==> src/rtl/tagx_pkg.sv <==
`timescale 1ns/1ps
package tagx_pkg;

    // Work-presence regimes of the unit
    typedef enum logic [1:0] {
        ST_IDLE    = 2'd0,
        ST_FLIGHT  = 2'd1,
        ST_BACKLOG = 2'd2
    } unit_state_e;

    // True when tag lies at or after ref_tag in wrapping program order,
    // using the low `width` bits and a half-range window.
    function automatic logic tag_at_or_after(input logic [7:0] tag,
                                             input logic [7:0] ref_tag,
                                             input int unsigned width);
        logic [7:0] mask;
        logic [7:0] diff;
        logic [7:0] half;
        mask = 8'((9'd1 << width) - 9'd1);
        half = 8'(9'd1 << (width - 1));
        diff = (tag - ref_tag) & mask;
        return diff < half;
    endfunction

endpackage

==> src/rtl/tagx_pipe.sv <==
`timescale 1ns/1ps
module tagx_pipe #(
    parameter int unsigned DATA_W = 32,
    parameter int unsigned ADDR_W = 5,
    parameter int unsigned TAG_W  = 6,
    parameter int unsigned LAT    = 8,
    localparam int unsigned CNT_W = $clog2(LAT + 1)
) (
    input  logic              clk,
    input  logic              rst,
    input  logic              in_v,
    input  logic [DATA_W-1:0] in_data,
    input  logic [ADDR_W-1:0] in_addr,
    input  logic [TAG_W-1:0]  in_tag,
    input  logic              kill_en,
    input  logic [TAG_W-1:0]  kill_tag,
    output logic              out_v,
    output logic [DATA_W-1:0] out_data,
    output logic [ADDR_W-1:0] out_addr,
    output logic [TAG_W-1:0]  out_tag,
    output logic [CNT_W-1:0]  cnt,
    output logic [CNT_W-1:0]  cnt_nx
);
    import tagx_pkg::*;

    logic [LAT-1:0]    v_q;
    logic [LAT-1:0]    v_nx;
    logic [LAT-1:0]    hit;
    logic [DATA_W-1:0] d_q [LAT];
    logic [ADDR_W-1:0] a_q [LAT];
    logic [TAG_W-1:0]  t_q [LAT];

    // Which stages the kill command reaches this cycle
    always_comb begin
        for (int i = 0; i < int'(LAT); i++) begin
            hit[i] = kill_en && tag_at_or_after(8'(t_q[i]), 8'(kill_tag), TAG_W);
        end
    end

    // Valid bits advance; a killed entry is dropped as it moves on
    always_comb begin
        v_nx[0] = in_v;
        for (int i = 1; i < int'(LAT); i++) begin
            v_nx[i] = v_q[i-1] && !hit[i-1];
        end
    end

    genvar g;
    generate
        for (g = 0; g < int'(LAT); g++) begin : g_stage
            always_ff @(posedge clk) begin
                if (rst) begin
                    v_q[g] <= 1'b0;
                end else begin
                    v_q[g] <= v_nx[g];
                end
            end
            if (g == 0) begin : g_head
                always_ff @(posedge clk) begin
                    d_q[g] <= in_data;
                    a_q[g] <= in_addr;
                    t_q[g] <= in_tag;
                end
            end else begin : g_body
                always_ff @(posedge clk) begin
                    d_q[g] <= d_q[g-1];
                    a_q[g] <= a_q[g-1];
                    t_q[g] <= t_q[g-1];
                end
                // a killed entry never reaches the next stage
                a_r7_pipe_squash: assert property (@(posedge clk) disable iff (rst)
                    (kill_en && v_q[g-1] &&
                     tag_at_or_after(8'(t_q[g-1]), 8'(kill_tag), TAG_W)) |=> !v_q[g]);
            end
        end
    endgenerate

    always_comb begin
        out_v    = v_q[LAT-1] && !hit[LAT-1];
        out_data = d_q[LAT-1];
        out_addr = a_q[LAT-1];
        out_tag  = t_q[LAT-1];
    end

    always_comb begin
        cnt    = '0;
        cnt_nx = '0;
        for (int i = 0; i < int'(LAT); i++) begin
            cnt    = cnt + CNT_W'(v_q[i]);
            cnt_nx = cnt_nx + CNT_W'(v_nx[i]);
        end
    end

endmodule

==> src/rtl/tagx_outq.sv <==
`timescale 1ns/1ps
module tagx_outq #(
    parameter int unsigned DATA_W = 32,
    parameter int unsigned ADDR_W = 5,
    parameter int unsigned TAG_W  = 6,
    parameter int unsigned DEPTH  = 8,
    localparam int unsigned CNT_W = $clog2(DEPTH + 1),
    localparam int unsigned PTR_W = (DEPTH > 1) ? $clog2(DEPTH) : 1
) (
    input  logic              clk,
    input  logic              rst,
    input  logic              push,
    input  logic [DATA_W-1:0] push_data,
    input  logic [ADDR_W-1:0] push_addr,
    input  logic [TAG_W-1:0]  push_tag,
    input  logic              freeze,
    input  logic              kill_en,
    input  logic [TAG_W-1:0]  kill_tag,
    output logic              fire,
    output logic [DATA_W-1:0] head_data,
    output logic [ADDR_W-1:0] head_addr,
    output logic [TAG_W-1:0]  head_tag,
    output logic [CNT_W-1:0]  cnt,
    output logic [CNT_W-1:0]  cnt_nx
);
    import tagx_pkg::*;

    logic [DEPTH-1:0]  sv_q;
    logic [DEPTH-1:0]  s_hit;
    logic [DATA_W-1:0] sd_q [DEPTH];
    logic [ADDR_W-1:0] sa_q [DEPTH];
    logic [TAG_W-1:0]  st_q [DEPTH];
    logic [PTR_W-1:0]  rd_q;
    logic [PTR_W-1:0]  wr_q;
    logic [CNT_W-1:0]  cnt_q;
    logic              head_live;
    logic              pop;

    function automatic logic [PTR_W-1:0] ptr_step(input logic [PTR_W-1:0] p);
        return (p == PTR_W'(DEPTH - 1)) ? '0 : p + PTR_W'(1);
    endfunction

    always_comb begin
        for (int i = 0; i < int'(DEPTH); i++) begin
            s_hit[i] = kill_en && tag_at_or_after(8'(st_q[i]), 8'(kill_tag), TAG_W);
        end
    end

    // Head is live when occupied, not killed earlier and not killed now
    always_comb begin
        head_live = (cnt_q != '0) && sv_q[rd_q] && !s_hit[rd_q];
        fire      = head_live && !freeze;
        // a dead head is dropped even under freeze
        pop       = (cnt_q != '0) && (!freeze || !head_live);
        head_data = sd_q[rd_q];
        head_addr = sa_q[rd_q];
        head_tag  = st_q[rd_q];
        cnt       = cnt_q;
        cnt_nx    = cnt_q + CNT_W'(push) - CNT_W'(pop);
    end

    genvar g;
    generate
        for (g = 0; g < int'(DEPTH); g++) begin : g_slot
            always_ff @(posedge clk) begin
                if (rst) begin
                    sv_q[g] <= 1'b0;
                end else if (push && wr_q == PTR_W'(g)) begin
                    sv_q[g] <= 1'b1;
                end else if (s_hit[g]) begin
                    sv_q[g] <= 1'b0;
                end
            end
            always_ff @(posedge clk) begin
                if (push && wr_q == PTR_W'(g)) begin
                    sd_q[g] <= push_data;
                    sa_q[g] <= push_addr;
                    st_q[g] <= push_tag;
                end
            end
        end
    endgenerate

    always_ff @(posedge clk) begin
        if (rst) begin
            rd_q  <= '0;
            wr_q  <= '0;
            cnt_q <= '0;
        end else begin
            if (push) wr_q <= ptr_step(wr_q);
            if (pop)  rd_q <= ptr_step(rd_q);
            cnt_q <= cnt_nx;
        end
    end

    // the ready rule must never let the queue overflow
    a_r3_no_overflow: assert property (@(posedge clk) disable iff (rst)
        push |-> (cnt_q < CNT_W'(DEPTH) || pop));

endmodule

==> src/rtl/tagx_ctrl.sv <==
`timescale 1ns/1ps
module tagx_ctrl #(
    parameter int unsigned DEPTH  = 8,
    localparam int unsigned CNT_W = $clog2(DEPTH + 1)
) (
    input  logic             clk,
    input  logic             rst,
    input  logic [CNT_W-1:0] pipe_cnt,
    input  logic [CNT_W-1:0] q_cnt,
    input  logic [CNT_W-1:0] pipe_cnt_nx,
    input  logic [CNT_W-1:0] q_cnt_nx,
    output logic             ready,
    output logic             running
);
    import tagx_pkg::*;

    unit_state_e state_q;
    unit_state_e state_nx;
    logic [CNT_W:0] load;

    // Next regime from next-cycle occupancy
    always_comb begin
        state_nx = state_q;
        unique case (state_q)
            ST_IDLE: begin
                if (q_cnt_nx != '0)         state_nx = ST_BACKLOG; // spill
                else if (pipe_cnt_nx != '0) state_nx = ST_FLIGHT;  // launch
            end
            ST_FLIGHT: begin
                if (q_cnt_nx != '0)         state_nx = ST_BACKLOG; // spill
                else if (pipe_cnt_nx == '0) state_nx = ST_IDLE;    // drain
            end
            ST_BACKLOG: begin
                if (q_cnt_nx == '0) begin
                    if (pipe_cnt_nx != '0)  state_nx = ST_FLIGHT;  // settle
                    else                    state_nx = ST_IDLE;    // drain
                end
            end
            default:                        state_nx = ST_IDLE;
        endcase
    end

    always_ff @(posedge clk) begin
        if (rst) state_q <= ST_IDLE;
        else     state_q <= state_nx;
    end

    always_comb begin
        load    = {1'b0, pipe_cnt} + {1'b0, q_cnt};
        ready   = load < (CNT_W + 1)'(DEPTH);
        running = (state_q != ST_IDLE);
    end

    // any stored work implies running
    a_r4_running_busy: assert property (@(posedge clk) disable iff (rst)
        (pipe_cnt != '0 || q_cnt != '0) |-> running);

endmodule

==> src/rtl/tagx_exec_unit.sv <==
`timescale 1ns/1ps
module tagx_exec_unit #(
    parameter int unsigned DATA_W = 32,
    parameter int unsigned ADDR_W = 5,
    parameter int unsigned TAG_W  = 6,
    parameter int unsigned LAT    = 8
) (
    input  logic              clk,
    input  logic              rst,
    input  logic              issue_en,
    input  logic [DATA_W-1:0] opnd_a,
    input  logic [DATA_W-1:0] opnd_b,
    input  logic [ADDR_W-1:0] dst_reg,
    input  logic [TAG_W-1:0]  issue_tag,
    input  logic              freeze,
    input  logic              kill_en,
    input  logic [TAG_W-1:0]  kill_tag,
    output logic              ready,
    output logic              running,
    output logic              res_valid,
    output logic [DATA_W-1:0] res_data,
    output logic [ADDR_W-1:0] res_reg,
    output logic [TAG_W-1:0]  res_tag
);
    localparam int unsigned QDEPTH = LAT;
    localparam int unsigned CNT_W  = $clog2(QDEPTH + 1);

    logic              accept;
    logic [DATA_W-1:0] mac;
    logic              p_out_v;
    logic [DATA_W-1:0] p_out_data;
    logic [ADDR_W-1:0] p_out_addr;
    logic [TAG_W-1:0]  p_out_tag;
    logic [CNT_W-1:0]  p_cnt;
    logic [CNT_W-1:0]  p_cnt_nx;
    logic [CNT_W-1:0]  q_cnt;
    logic [CNT_W-1:0]  q_cnt_nx;

    // Placeholder datapath: multiply-accumulate stand-in
    always_comb begin
        accept = issue_en && ready;
        mac    = opnd_a * opnd_b + opnd_a;
    end

    tagx_pipe #(
        .DATA_W(DATA_W), .ADDR_W(ADDR_W), .TAG_W(TAG_W), .LAT(LAT)
    ) pipe_i (
        .clk(clk), .rst(rst),
        .in_v(accept), .in_data(mac), .in_addr(dst_reg), .in_tag(issue_tag),
        .kill_en(kill_en), .kill_tag(kill_tag),
        .out_v(p_out_v), .out_data(p_out_data), .out_addr(p_out_addr),
        .out_tag(p_out_tag), .cnt(p_cnt), .cnt_nx(p_cnt_nx)
    );

    tagx_outq #(
        .DATA_W(DATA_W), .ADDR_W(ADDR_W), .TAG_W(TAG_W), .DEPTH(QDEPTH)
    ) outq_i (
        .clk(clk), .rst(rst),
        .push(p_out_v), .push_data(p_out_data), .push_addr(p_out_addr),
        .push_tag(p_out_tag), .freeze(freeze),
        .kill_en(kill_en), .kill_tag(kill_tag),
        .fire(res_valid), .head_data(res_data), .head_addr(res_reg),
        .head_tag(res_tag), .cnt(q_cnt), .cnt_nx(q_cnt_nx)
    );

    tagx_ctrl #(
        .DEPTH(QDEPTH)
    ) ctrl_i (
        .clk(clk), .rst(rst),
        .pipe_cnt(p_cnt), .q_cnt(q_cnt),
        .pipe_cnt_nx(p_cnt_nx), .q_cnt_nx(q_cnt_nx),
        .ready(ready), .running(running)
    );

    // reset leaves the unit empty on the following cycle
    a_r11_reset_clear: assert property (@(posedge clk)
        rst |=> (!running && !res_valid && ready));

    // tag window must cover every slot that can be outstanding
    initial begin
        a_r9_tag_window: assert ((QDEPTH <= (1 << (TAG_W - 1))) && TAG_W <= 8);
    end

endmodule

==> config.mk <==
export PLATFORM = sky130hd
export DESIGN_NAME = tagx_exec_unit
export DESIGN_NICKNAME = d
export VERILOG_FILES = /design/src/rtl/tagx_pkg.sv /design/src/rtl/tagx_pipe.sv /design/src/rtl/tagx_outq.sv /design/src/rtl/tagx_ctrl.sv /design/src/rtl/tagx_exec_unit.sv
export SDC_FILE = /design/constraint.sdc
export NUM_CORES = 2
export LEC_CHECK = 0
export BUFFER_PORTS_ARGS = -buffer_cell sky130_fd_sc_hd__buf_2
export CAP_MARGIN = 20
export CORE_ASPECT_RATIO = 1.5
export CORE_MARGIN = 3
export CORE_UTILIZATION = 40
export CTS_BUF_LIST = sky130_fd_sc_hd__clkbuf_16
export DETAILED_ROUTE_END_ITERATION = 8
export PLACE_DENSITY = 0.66
export SLEW_MARGIN = 10
export SYNTH_ARGS = -nofsm -noshare
export SYNTH_HDL_FRONTEND = slang
export SYNTH_SLANG_ARGS = --single-unit
==> constraint.sdc <==
create_clock -name clk -period 10.6 [get_ports clk]
set_clock_uncertainty 0.1 [all_clocks]
set_input_delay 2.12 -clock clk [delete_from_list [all_inputs] [get_ports clk]]
set_output_delay 2.12 -clock clk [all_outputs]
set_load 0.1 [all_outputs]
==> qor.yml <==
status:
  result_of_the_run: "finished, final reports clean"
setup_path:
  crit_top_cell: "sky130_fd_sc_hd__fa_1"
  critical-path-top-delay-family: "adder cells"
  critical_path.slowest_cell: "sky130_fd_sc_hd__buf_2"
  crit_path_end_kind: "flip-flop"
  timing.critical_path.fanout_max: 33
  arrival_ps: 9110
  critPathMaxStageDelay_ps: 600
  critical_path.n_buffers_inverters: 7
  crit_path_start_kind: "primary input"
  cp.required_ps: 11050
  worst-setup-path-type: "primary input to flip-flop"
synth:
  synth.cell_area_um2: 40100
  synth_top_cell_by_area: "sky130_fd_sc_hd__edfxtp_1"
  top_cells_by_area_synth: "sky130_fd_sc_hd__edfxtp_1 (26%), sky130_fd_sc_hd__fa_1 (22%), sky130_fd_sc_hd__dfxtp_1 (19%)"
  synthesis.area_per_instance_um2: 12.8
  synth.yosys.seq_area_share_pct: 44.5
  synthArstFlopShare_pct: 0
  ys_seq_elements: 719
  postSynthNetCount: 3876
  synth_top_area_share_pct: 25.8
  synth_warnings: 0
  number_of_synthesized_flops_with_an_enable_pin: 344
  synthDistinctLibCells: 63
  yosys_most_used_dff: "sky130_fd_sc_hd__dfxtp_1"
  syn_inst: 3134
clock_network:
  number_of_h_tree_levels: 2
  clk_pin_slew_worst_paths_ps: 70
  cts_num_sinks: 719
  cts_buffers: 55
  clockBufferDepth: 3
  root_buffer: "sky130_fd_sc_hd__clkbuf_16"
  postCtsResizedCells: 0
  tritoncts: "done"
  cts_setup_buffers: 0
  hold_buf_count_cts: 0
  insertion_delay_to_the_later_sink_of_the_worst_skew_pair_ps: 600
floorplanning:
  die_w_um: 265
  die_footprint_um2: 104000
  floorplan.rows: 141
  core_region_area_um2: 99000
  initial_core_util_pct: 40.5
  pin_count: 132
  chipHeight_um: 394
final_layout:
  finalCoreUtilization_pct: 44.2
  synthToLayoutAreaGrowth_pct: 9.06
  drive_gt1_share_pct: 11.5
  num-fill-cells: 9017
  multiInputGateArea_um2: 19800
  most_common_library_cell_in_the_layout_ignoring_fill_and_taps: "sky130_fd_sc_hd__inv_1"
  layout.cell_area.non_filler_um2: 43700
  final_cell_mix: "sky130_fd_sc_hd__inv_1 (549), sky130_fd_sc_hd__fa_1 (446), sky130_fd_sc_hd__dfxtp_1 (372)"
  number_of_nets_in_the_layout: 3950
  seq_area_um2: 17800
grt:
  initial_antenna_violation_count: 12
  wire_length_of_the_first_global_routing_pass_um: 138000
  grt_start_max_net_pins: 53
  grt_pass1_vias: 25000
  grt_remaining_overflow: 0
  gr-usage-all-layers_pct: 16.9
sta:
  grt_setup_unrepaired: "no"
  finalCriticalPeriod_ps: 8660
  final.period_utilization_pct: 81.7
  setup_violations: 0
  headroom_to_the_max_slew_limit_pct: 36.4
  timing.setup.tns_ps: 0
  clock.fmax_mhz: 115
  setup_ws_ps: 1940
  report.final.slew_viol_count: 0
  worst_slew_pin_slew_ps: 930
  hold_viol: 0
drt:
  ant_nets: 0
  vias_per_cell: 4.94
  drt-pass1-iter-count: 5
  drc_violations: 0
  drt-wirelength-per-cell_um: 19.0
  postRouteWirelength_um: 86200
  via_count: 22400
  drtIter0Drc: 1048
place:
  numPortBuffers: 131
  pre_cts_setup_slack_ps: 1320
  placement.cell_area_um2: 42000
  place_hpwl_um: 60100
  gpl.final_weighted_congestion: 0.854
hold_path:
  hold_path.class: "flip-flop to flip-flop"
job:
  drv.max_cap_violation_count: 0
## worst paths after layout
kind                            cells after the start           endpoint        startpoint  slack, ps
worst max-delay path                               25  pipe_i.d_q[0][25]         opnd_b[0]       1940
worst min-delay path                                0  pipe_i.d_q[1][37]  pipe_i.d_q[1][5]        220
worst max register to register                     20  ctrl_i.state_q[0]     pipe_i.v_q[0]       4240
worst min register to register                      0  pipe_i.d_q[1][37]  pipe_i.d_q[1][5]        220
## through the flow
| step | instances | hold WS, ps |
|---|---|---|
| after floorplan | 3134 | 210 |
| after global placement | 4438 | 210 |
| after detailed placement | 4438 | 212 |
| after CTS | 4541 | 210 |
| after global routing | 4541 | 216 |
| final | 4542 | 218 |
## layout make-up
class	count	area share [%]
Clock inverter	47	0.769
Sequential cell	719	40.8
Timing Repair Buffer	143	1.70
Tap cell	1287	3.68
Multi-Input combinational cell	1751	45.2
Clock buffer	56	3.20
Antenna cell	1	0.00572
Inverter	538	4.62
## layer usage
layer  part of all wire (%)  vias to the layer above  wire (µm)  track usage [%]
met5                  0.014                        -         12                0
met3                    3.6                      210       3060             1.29
met4                    4.1                        2       3560             6.76
li1                       -                    10100          -                -
met1                     38                    11500      33000             19.3
met2                     54                      550      46600             32.5
## sequential cells by signal, summed over array words and instances (netlist names), named ones only
register,flops
pipe_i.d_q,256
pipe_i.v_q,8
outq_i.rd_q,3
pipe_i.t_q,48
outq_i.sa_q,40
outq_i.st_q,48
outq_i.wr_q,3
outq_i.cnt,4
ctrl_i.state_q,2
outq_i.sv_q,8
outq_i.sd_q,256
pipe_i.a_q,40
## synth_stat cells (all sizes together), types with 19 or more instances
master / number
ha: 210
mux4: 87
nand2b: 19
clkbuf: 114
inv: 537
a21oi: 51
a21o: 40
dfxtp: 375
xnor2: 95
o21ai: 28
fa: 446
nor2: 23
edfxtp: 344
xor2: 24
and2: 300
mux2: 46
nand2: 263
## kinds of logic (layout without fill, tap and decap cells)
kind of cell | Yosys count | after routing | synth area share (%)
and+or+nand+nor | 652 | 652 | 8.35
buffers and inverters | 664 | 784 | 6.25
xor gates and xnor gates | 119 | 119 | 2.65
DFF | 719 | 719 | 44.5
AOI/OAI and AO/OA | 188 | 188 | 3.21
other | 0 | 1 | 0
adders and majority gates | 656 | 656 | 28.8
muxes | 136 | 136 | 6.26
## worst reg2reg max path, stage by stage, from the launching register on
cell,delay [ps]
sky130_fd_sc_hd__dfxtp_1,330
sky130_fd_sc_hd__fa_1,550
sky130_fd_sc_hd__inv_1,50
sky130_fd_sc_hd__fa_1,450
sky130_fd_sc_hd__fa_1,490
sky130_fd_sc_hd__inv_1,40
sky130_fd_sc_hd__ha_1,260
sky130_fd_sc_hd__a21o_1,160
sky130_fd_sc_hd__a21o_1,170
sky130_fd_sc_hd__a2111oi_0,840
sky130_fd_sc_hd__and2_1,270
sky130_fd_sc_hd__fa_1,400
sky130_fd_sc_hd__inv_1,80
sky130_fd_sc_hd__fa_1,420
sky130_fd_sc_hd__fa_1,450
sky130_fd_sc_hd__inv_1,70
sky130_fd_sc_hd__ha_1,160
sky130_fd_sc_hd__inv_1,60
sky130_fd_sc_hd__fa_1,530
sky130_fd_sc_hd__inv_1,40
sky130_fd_sc_hd__o311a_1,330
Power is not shown: default switching activity piles up to over one toggle a cycle in this logic, so the estimate is an artifact.
